**src/rtl/dlt_pkg.sv**
```systemverilog
package dlt_pkg;

    typedef enum logic [1:0] {
        RA_CNT_LO = 2'd0,
        RA_START  = 2'd1,
        RA_LAT_LO = 2'd2,
        RA_LAT_HI = 2'd3
    } reg_addr_e;

    typedef struct packed {
        logic pin_en;
        logic free_run;
    } mode_t;

    // Byte lanes of the reload latch that a write address targets.
    function automatic logic [1:0] latch_lanes(input reg_addr_e ra);
        logic [1:0] lanes;
        lanes = 2'b00;
        unique case (ra)
            RA_CNT_LO: lanes = 2'b01;
            RA_LAT_LO: lanes = 2'b01;
            RA_START:  lanes = 2'b10;
            RA_LAT_HI: lanes = 2'b10;
        endcase
        return lanes;
    endfunction

    // Addresses whose write clears the interrupt flag.
    function automatic logic write_clears(input reg_addr_e ra);
        return (ra == RA_START) || (ra == RA_LAT_HI);
    endfunction

endpackage

```
**src/rtl/dlt_regs.sv**
```systemverilog
module dlt_regs
    import dlt_pkg::*;
#(
    parameter int DW = 8
) (
    input  logic              clk,
    input  logic              rst,
    input  logic              sel,
    input  logic              wr,
    input  logic [1:0]        addr,
    input  logic [DW-1:0]     wdata,
    input  logic [2*DW-1:0]   cnt,
    output logic [2*DW-1:0]   latch,
    output logic              start,
    output logic              bus_clr,
    output logic [DW-1:0]     rdata
);
    localparam int NB = 2;

    reg_addr_e         ra;
    logic              wr_cyc;
    logic              rd_cyc;
    logic [NB-1:0]     lane_we;

    assign ra     = reg_addr_e'(addr);
    assign wr_cyc = sel && wr;
    assign rd_cyc = sel && !wr;

    always_comb begin
        lane_we = '0;
        if (wr_cyc) begin
            lane_we = latch_lanes(ra);
        end
    end

    for (genvar b = 0; b < NB; b++) begin : g_lane
        always_ff @(posedge clk) begin
            if (rst) begin
                latch[b*DW +: DW] <= '0;
            end else if (lane_we[b]) begin
                latch[b*DW +: DW] <= wdata;
            end
        end
    end

    assign start   = wr_cyc && (ra == RA_START);
    assign bus_clr = (wr_cyc && write_clears(ra)) || (rd_cyc && (ra == RA_CNT_LO));

    always_comb begin
        rdata = '0;
        if (rd_cyc) begin
            unique case (ra)
                RA_CNT_LO: rdata = cnt[DW-1:0];
                RA_START:  rdata = cnt[2*DW-1:DW];
                RA_LAT_LO: rdata = latch[DW-1:0];
                RA_LAT_HI: rdata = latch[2*DW-1:DW];
            endcase
        end
    end

endmodule

```
**src/rtl/dlt_count.sv**
```systemverilog
module dlt_count #(
    parameter int CW = 16
) (
    input  logic          clk,
    input  logic          rst,
    input  logic          tick,
    input  logic          start,
    input  logic [CW-1:0] start_val,
    input  logic [CW-1:0] reload_val,
    input  logic          free_run,
    output logic [CW-1:0] cnt,
    output logic          expire,
    output logic          fire
);
    logic armed;

    assign expire = tick && !start && (cnt == '0);
    assign fire   = expire && armed;

    always_ff @(posedge clk) begin
        if (rst) begin
            cnt   <= '0;
            armed <= 1'b0;
        end else if (start) begin
            cnt   <= start_val;
            armed <= 1'b1;
        end else if (tick) begin
            if (expire && free_run) begin
                cnt <= reload_val;
            end else begin
                cnt <= cnt - 1'b1;
            end
            if (expire && !free_run) begin
                armed <= 1'b0;
            end
        end
    end

endmodule

```
**src/rtl/dlt_pinflag.sv**
```systemverilog
module dlt_pinflag (
    input  logic clk,
    input  logic rst,
    input  logic fire,
    input  logic start,
    input  logic clr_req,
    input  logic free_run,
    input  logic pin_en,
    input  logic gpio_bit,
    output logic irq_flag,
    output logic pin_q,
    output logic pin_out,
    output logic pin_oe
);
    always_ff @(posedge clk) begin
        if (rst) begin
            irq_flag <= 1'b0;
        end else if (fire) begin
            irq_flag <= 1'b1;
        end else if (clr_req) begin
            irq_flag <= 1'b0;
        end
    end

    always_ff @(posedge clk) begin
        if (rst) begin
            pin_q <= 1'b1;
        end else if (start) begin
            pin_q <= 1'b0;
        end else if (fire) begin
            pin_q <= free_run ? ~pin_q : 1'b1;
        end
    end

    assign pin_oe  = pin_en;
    assign pin_out = pin_en ? pin_q : gpio_bit;

endmodule

```
**src/rtl/dlt_timer.sv**
```systemverilog
module dlt_timer
    import dlt_pkg::*;
#(
    parameter int DW = 8
) (
    input  logic          clk,
    input  logic          rst,
    input  logic          tick_en,
    input  logic          sel,
    input  logic [1:0]    addr,
    input  logic          wr,
    input  logic [DW-1:0] wdata,
    output logic [DW-1:0] rdata,
    input  logic [1:0]    mode,
    input  logic          gpio_bit,
    input  logic          flag_clr,
    output logic          irq_flag,
    output logic          pin_out,
    output logic          pin_oe
);
    localparam int CW = 2 * DW;

    mode_t          md;
    logic [CW-1:0]  latch;
    logic [CW-1:0]  cnt;
    logic           start;
    logic           bus_clr;
    logic           expire;
    logic           fire;
    logic           pin_q;

    assign md = mode_t'(mode);

    dlt_regs #(.DW(DW)) u_regs (
        .clk     (clk),
        .rst     (rst),
        .sel     (sel),
        .wr      (wr),
        .addr    (addr),
        .wdata   (wdata),
        .cnt     (cnt),
        .latch   (latch),
        .start   (start),
        .bus_clr (bus_clr),
        .rdata   (rdata)
    );

    dlt_count #(.CW(CW)) u_count (
        .clk        (clk),
        .rst        (rst),
        .tick       (tick_en),
        .start      (start),
        .start_val  ({wdata, latch[DW-1:0]}),
        .reload_val (latch),
        .free_run   (md.free_run),
        .cnt        (cnt),
        .expire     (expire),
        .fire       (fire)
    );

    dlt_pinflag u_pinflag (
        .clk      (clk),
        .rst      (rst),
        .fire     (fire),
        .start    (start),
        .clr_req  (bus_clr || flag_clr),
        .free_run (md.free_run),
        .pin_en   (md.pin_en),
        .gpio_bit (gpio_bit),
        .irq_flag (irq_flag),
        .pin_q    (pin_q),
        .pin_out  (pin_out),
        .pin_oe   (pin_oe)
    );

endmodule

```
**config.mk**
```make
export PLATFORM = sky130hd
export DESIGN_NAME = dlt_timer
export DESIGN_NICKNAME = d
export VERILOG_FILES = /design/src/rtl/dlt_pkg.sv /design/src/rtl/dlt_regs.sv /design/src/rtl/dlt_count.sv /design/src/rtl/dlt_pinflag.sv /design/src/rtl/dlt_timer.sv
export SDC_FILE = /design/constraint.sdc
export NUM_CORES = 1
export LEC_CHECK = 0
export BUFFER_PORTS_ARGS = -buffer_cell sky130_fd_sc_hd__buf_2
export CAP_MARGIN = 25
export CORE_MARGIN = 1.5
export CORE_UTILIZATION = 40
export CTS_CLUSTER_SIZE = 14
export DETAILED_ROUTE_END_ITERATION = 8
export GPL_ROUTABILITY_DRIVEN = 0
export SYNTH_ARGS = -nofsm -noshare
export SYNTH_HDL_FRONTEND = slang
export SYNTH_SLANG_ARGS = --single-unit
```
**constraint.sdc**
```tcl
create_clock -name clk -period 5.65 [get_ports clk]
set_clock_uncertainty 0.2 [all_clocks]
set_input_delay 0.565 -clock clk [delete_from_list [all_inputs] [get_ports clk]]
set_output_delay 0.565 -clock clk [all_outputs]
set_load 0.005 [all_outputs]
```
[Yosys cells after proc, flatten, opt, wreduce, memory -nomap -nowiden]
Cells that the tools add are included.
W data, S select, Z words.
Cells by class
  add/subtract/negate cells: 1
  multipliers: 0
  divide/modulo/power cells: 0
  $lt $le $gt $ge: 0
  eq/ne operators: 3
  shifts and indexed selects: 0
  multiplexer cells: 16
  bitwise logic cells: 1
  reductions and logical operators: 25
Operators with widths (count)
  $mux W16: 3
  $pmux W8 S4: 1
  $logic_not A16 Y1: 1
  $sub A16 B1 Y16 const B: 1
  $logic_and A1 B1 Y1: 10
  $mux W1: 9
  $mux W8: 1
  $reduce_bool A2 Y1: 4
  $eq A2 B2 Y1 const B: 2
  $pmux W2 S2: 1
  $reduce_or A2 Y1: 2
  $logic_not A1 Y1: 3
  $logic_or A1 B1 Y1: 3
  $eq A2 B1 Y1 const B: 1
  $logic_not A2 Y1: 1
  $mux W2: 1
  $reduce_and A2 Y1: 1
  $not A1 Y1: 1
Storage, ports and cells
  register bits: 35
  bits in latches: 0
  RAM bits: 0
  bits in read-only memories: 0
  input port bits: 19
  output and inout bits: 11
  memories kept: 0

[Longest topological paths before layout]
  depth after elaboration: 9
  mapped depth: 8

[By module]
From an unflattened synthesis, not the netlist that was laid out.
Second synthesis, totals
  cell total of the unflattened synthesis: 263
  area, all modules: 2264.7 um2
Modules (own cells, without submodules)
  dlt_count: times used 1, cells each 155, area each 1217.4 um2, seq. area each 340.3 um2
  dlt_regs: times used 1, cells each 97, area each 942.2 um2, seq. area each 320.3 um2
  dlt_pinflag: times used 1, cells each 10, area each 98.8 um2, seq. area each 40.0 um2
  dlt_timer: times used 1, cells each 1, area each 6.3 um2, seq. area each 0.0 um2

[Least setup slack after synthesis]
Ideal clock, no wire load.
  kind: input to output
  from: input addr[1]
  to: output rdata[0]
  arrival: 1.549 ns
  data required time: 4.885 ns
  setup slack: 3.336 ns
  cell stages on the path: 3
  path buffers: 1
  path through: clkbuf_1 -> mux4_2 -> nor2b_1
Between the ends
  word-level cells in the longest chain between the ends: 3
  elaborated cells between the ends (all ways): 6
  those cells by class: eq/ne: 3; mux: 2; reduce/logical: 1
RTL lines
  start: declaration: RTL line dlt_timer.sv:10  | input logic [1:0] addr,
  $eq A2 B2 Y1, or another cell as far along: RTL line dlt_regs.sv:52  | unique case (ra)
  $pmux W8 S4 (*): RTL line dlt_regs.sv:52
  $mux W8 (*): RTL line dlt_regs.sv:51  | if (rd_cyc) begin
  end: declaration: RTL line dlt_timer.sv:13  | output logic [DW-1:0] rdata,
Mark *: on every way between the ends. The rest lies on a longest branch, timed or not.

[Worst setup path after layout]
  from: input addr[0]
  to: register u_count.cnt[0]
Between the ends
  word-level cells in the longest chain between the ends: 9
  elaborated cells between the ends (all ways): 10
  those cells by class: eq/ne: 1; mux: 3; reduce/logical: 6
RTL lines
  $eq A2 B1 Y1 (*): RTL line dlt_regs.sv:46  | assign start = wr_cyc && (ra == RA_START);
  $logic_and A1 B1 Y1 (*): RTL line dlt_regs.sv:46
  $logic_not A1 Y1: RTL line dlt_count.sv:17  | assign expire = tick && !start && (cnt == '0);
  $logic_and A1 B1 Y1 (2 in series): RTL line dlt_count.sv:17
  $logic_and A1 B1 Y1: RTL line dlt_count.sv:28  | if (expire && free_run) begin
  $mux W16: RTL line dlt_count.sv:28
  $mux W16: RTL line dlt_count.sv:27  | end else if (tick) begin
  $mux W16: RTL line dlt_count.sv:24  | end else if (start) begin
  end signal: assignment: RTL line dlt_count.sv:25  | cnt <= start_val;
  end signal: assignment: RTL line dlt_count.sv:29  | cnt <= reload_val;
  end signal: assignment: RTL line dlt_count.sv:31  | cnt <= cnt - 1'b1;
  end: declaration: RTL line dlt_count.sv:11  | output logic [CW-1:0] cnt,
Mark *: on every way between the ends. The rest lies on a longest branch, timed or not. The select of a mux whose other input is x is not followed.
A chain may end at the register's enable or synchronous reset.

==> impl_metrics.prom <==
# TYPE chip_impl_metric gauge
chip_impl_info{name="outcome",value="finished, final reports clean"} 1
chip_impl_metric{name="yosys_warning_count",unit=""} 0
chip_impl_metric{name="post-place-cells",unit=""} 340
chip_impl_info{name="cts-root-buf",value="clkbuf_8"} 1
chip_impl_metric{name="clk_pin_slew",unit="ns"} 0.07
chip_impl_metric{name="relSlewSlack",unit="%"} 35.8
chip_impl_metric{name="initial_core_util",unit="%"} 41.8
chip_impl_metric{name="dp_hpwl",unit="um"} 4120
chip_impl_metric{name="drive_gt1_share",unit="%"} 20.4
chip_impl_metric{name="detailed_router_iteration_count_before_antenna_repair",unit=""} 4
chip_impl_metric{name="area.growth.synth_to_final",unit="%"} 12.2
chip_impl_metric{name="p_leak",unit="nW"} 0.887
chip_impl_metric{name="boundaryPins",unit=""} 30
chip_impl_metric{name="fin_crit",unit="ns"} 2.91
chip_impl_metric{name="core.rowCount",unit=""} 26
chip_impl_info{name="setup.worst_path.start",value="addr[0]"} 1
chip_impl_metric{name="route.detailed.wl_per_inst",unit="um"} 17.4
chip_impl_metric{name="synth_edf_count",unit=""} 0
chip_impl_metric{name="finish.net_count",unit=""} 298
chip_impl_metric{name="syn_area",unit="um^2"} 2160
chip_impl_metric{name="synth_nets",unit=""} 278
chip_impl_info{name="hp-class",value="reg2reg"} 1
chip_impl_metric{name="hold_buffers",unit=""} 0
chip_impl_metric{name="crit_arrival",unit="ns"} 2.86
chip_impl_metric{name="dr.first_iter.drc_count",unit=""} 110
chip_impl_info{name="critPathCaptureType",value="flip-flop"} 1
chip_impl_info{name="cts_tree",value="yes"} 1
chip_impl_metric{name="cp_max_fo",unit=""} 26
chip_impl_metric{name="die-width",unit="um"} 76.5
chip_impl_metric{name="synth_seq_area_share",unit="%"} 32.4
chip_impl_metric{name="finalHoldWorstSlack",unit="ns"} 0.277
chip_impl_metric{name="wirelength",unit="um"} 6060
chip_impl_metric{name="numClockSinks",unit=""} 35
chip_impl_metric{name="clock_tree.htree_level_count",unit=""} 2
chip_impl_info{name="rsz0062_at_grt",value="no"} 1
chip_impl_info{name="worst_setup_path_start_kind",value="input pin"} 1
chip_impl_metric{name="grt_start_max_net_pins",unit=""} 38
chip_impl_metric{name="grt_util_all_layers",unit="%"} 22.1
chip_impl_info{name="critical-path-top-delay-family",value="simple AND/OR/NAND/NOR gates"} 1
chip_impl_info{name="timing.setup.critical_path_class",value="in2reg"} 1
chip_impl_metric{name="final-setup-viol-count",unit=""} 0
chip_impl_metric{name="via_count_of_the_first_global_routing_pass",unit=""} 1916
chip_impl_metric{name="viasPerCell",unit=""} 5.77
chip_impl_metric{name="cap_violations",unit=""} 0
chip_impl_metric{name="peakVddDrop",unit="mV"} 0.126
chip_impl_metric{name="final_min_period_over_clock_period",unit="%"} 51.5
chip_impl_metric{name="largest_stage_delay_worst_path",unit="ns"} 0.91
chip_impl_metric{name="finalSetupTns",unit="ns"} 0
chip_impl_metric{name="clock_insertion_delay_worst_skew",unit="ns"} 0.30
chip_impl_metric{name="drc",unit=""} 0
chip_impl_metric{name="initial_antenna_violation_count",unit=""} 0
chip_impl_metric{name="core_region_area",unit="um^2"} 5170
chip_impl_metric{name="syn_avg_cell_area",unit="um^2"} 8.38
chip_impl_metric{name="synth-async-reset-ratio",unit="%"} 0
chip_impl_info{name="leading_cell_types_in_the_layout_fill_and_taps_excluded",value="41 x nand2_1, 35 x dfxtp_1, 32 x a21oi_1"} 1
chip_impl_metric{name="grt_pass1_wl",unit="um"} 10100
chip_impl_metric{name="fmaxAchievable",unit="MHz"} 344
chip_impl_metric{name="worst-endpoint-required",unit="ns"} 5.60
chip_impl_metric{name="fillerInstances",unit=""} 524
chip_impl_metric{name="layout.cells.non_filler",unit=""} 349
chip_impl_metric{name="reg2regPathDepth",unit=""} 7
chip_impl_metric{name="post_cts.repair.setup_buffers",unit=""} 0
chip_impl_metric{name="synth.distinct_cells",unit=""} 48
chip_impl_metric{name="max_slew.worst_pin.slew",unit="ns"} 0.963
chip_impl_info{name="crit_chain",value="buf_2 > and4b_1 > nor2b_1 > and3_1 > a32oi_1 > a31oi_1"} 1
chip_impl_metric{name="overflow",unit=""} 0
chip_impl_metric{name="synth.ff_latch_count",unit=""} 35
chip_impl_metric{name="tritoncts.num_buffers",unit=""} 5
chip_impl_metric{name="cts_max_path_buffers",unit=""} 2
chip_impl_metric{name="worst-path-stages",unit=""} 6
chip_impl_metric{name="timing_hold_violations_final",unit=""} 0
chip_impl_metric{name="post_cts_resized",unit=""} 0
chip_impl_metric{name="crit_buf_inv",unit=""} 1
chip_impl_metric{name="numPortBuffers",unit=""} 29
chip_impl_info{name="synth_top_cells_by_area",value="dfxtp_1 32%, mux4_2 8.3%, a21oi_1 7.4%"} 1
chip_impl_info{name="mostFrequentLayoutCell",value="nand2_1"} 1
chip_impl_metric{name="fp.dieArea",unit="um^2"} 5850
chip_impl_metric{name="setup.reg_to_reg.worst_slack",unit="ns"} 3.05
chip_impl_metric{name="netlist_instances",unit=""} 258
chip_impl_metric{name="diodes",unit=""} 0
chip_impl_metric{name="antenna_nets_post_route",unit=""} 0
chip_impl_metric{name="via_count",unit=""} 2012
chip_impl_metric{name="timing.final.max_slew_violations",unit=""} 0
chip_impl_metric{name="powerDensity",unit="nW/um^2"} 353
chip_impl_info{name="critical_path.slowest_cell",value="and4b_1"} 1
chip_impl_metric{name="die_height",unit="um"} 76.5
chip_impl_info{name="regToRegStartpoint",value="u_count.cnt[0]"} 1
chip_impl_info{name="endpoint",value="u_count.cnt[0]"} 1
chip_impl_info{name="critical_path.reg2reg.endpoint",value="u_count.cnt[3]"} 1
chip_impl_info{name="post-synth-top-area-cell",value="dfxtp_1"} 1
chip_impl_metric{name="synth_top_area_share",unit="%"} 32.4
chip_impl_info{name="ys.flop_type",value="dfxtp_1"} 1
==> cells by family after synthesis <==
| family | synth area share (%) |
|---|---|
| multiplexers | 10.2 |
| AO/OA/AOI/OAI | 16.0 |
| flip-flops | 32.4 |
| XOR/XNOR | 3.65 |
| adder cells (fa/ha/maj) | 0.579 |
| AND/OR/NAND/NOR | 33.1 |
| buffers and inverters | 3.94 |
==> worst register-to-register path, delay by kind of cell (launching register included) <==
family                   cells  cell delay [ns]
buffers and inverters        1             0.08
AND/OR/NAND/NOR              4             0.90
adder cells (fa/ha/maj)      1             0.30
AO/OA/AOI/OAI                1             0.49
flip-flops                   1             0.54
==> final cells by class <==
| type | instances | area (um^2) | share of cell area (%) |
|---|---|---|---|
| Multi-Input combinational cell | 204 | 1380 | 56.7 |
| Sequential cell | 35 | 701 | 28.9 |
| Clock buffer | 8 | 100 | 4.13 |
| Timing Repair Buffer | 30 | 153 | 6.30 |
| Tap cell | 70 | 87.6 | 3.61 |
| Inverter | 2 | 7.51 | 0.310 |
==> report_power, final <==
group	total [mW]	switching [mW]	internal [mW]	leakage, nW
combinational	0.320	0.167	0.153	0.550
clock	0.206	0.0949	0.111	0.0515
sequential	0.330	0.0522	0.278	0.286
==> synthesized netlist by cell type, types with 2 or more instances <==
library cell   n
nand3_1        6
xor2_1         2
o21ai_0        6
nand2b_1       3
xnor2_1        7
and4b_1        2
buf_2          5
and3_1         2
dfxtp_1       35
nand3b_1       3
clkbuf_1       9
nor2_1        14
a211oi_1       2
buf_4          2
and2_1         4
a31oi_1        4
nand2_1       41
o22ai_1        3
o21ai_1        2
nand4b_1       2
nor4_2         4
nor3_1         8
a21o_1         3
inv_1          2
a21oi_1       32
nor3b_1        8
nor2b_1       11
nand4_1        5
mux2i_1        3
or3_1          3
mux4_2         8
==> sequential cells by signal (all words and copies together) (netlist names) <==
signal / flops
u_pinflag.irq_flag: 1
u_regs.latch: 16
u_count.armed: 1
u_pinflag.pin_q: 1
u_count.cnt: 16
==> worst min path at each step <==
stage,to,start,cells past startpoint,slack [ns]
after global placement,u_regs.latch[4],u_regs.latch[4],2,0.26
after floorplan,u_regs.latch[10],u_regs.latch[10],2,0.24
after detailed placement,u_regs.latch[4],u_regs.latch[4],2,0.27
after global routing,u_regs.latch[8],u_regs.latch[8],2,0.31
final,u_regs.latch[4],u_regs.latch[4],2,0.28
after CTS,u_regs.latch[4],u_regs.latch[4],2,0.28
==> stage by stage <==
stage	util, %	instance area (um^2)	power [mW]	worst slack (ns)
floorplan	-	2160	0.579	3.34
global placement	44.8	2320	0.644	2.54
detailed placement	44.8	2320	0.645	2.47
CTS	46.7	2420	0.851	2.78
global route	46.9	2420	0.909	2.57
finish	46.9	2420	0.856	2.74
==> layer usage <==
| layer | share of wire (%) | global-route usage, % | wire length (um) |
|---|---|---|---|
| met1 | 47 | 30.7 | 2860 |
| met2 | 45 | 34.4 | 2730 |
| met3 | 5.3 | 3.83 | 324 |
| met4 | 2.4 | 7.59 | 144 |
| met5 | 0 | 0 | 0 |
(Power assumes the default switching activity.)
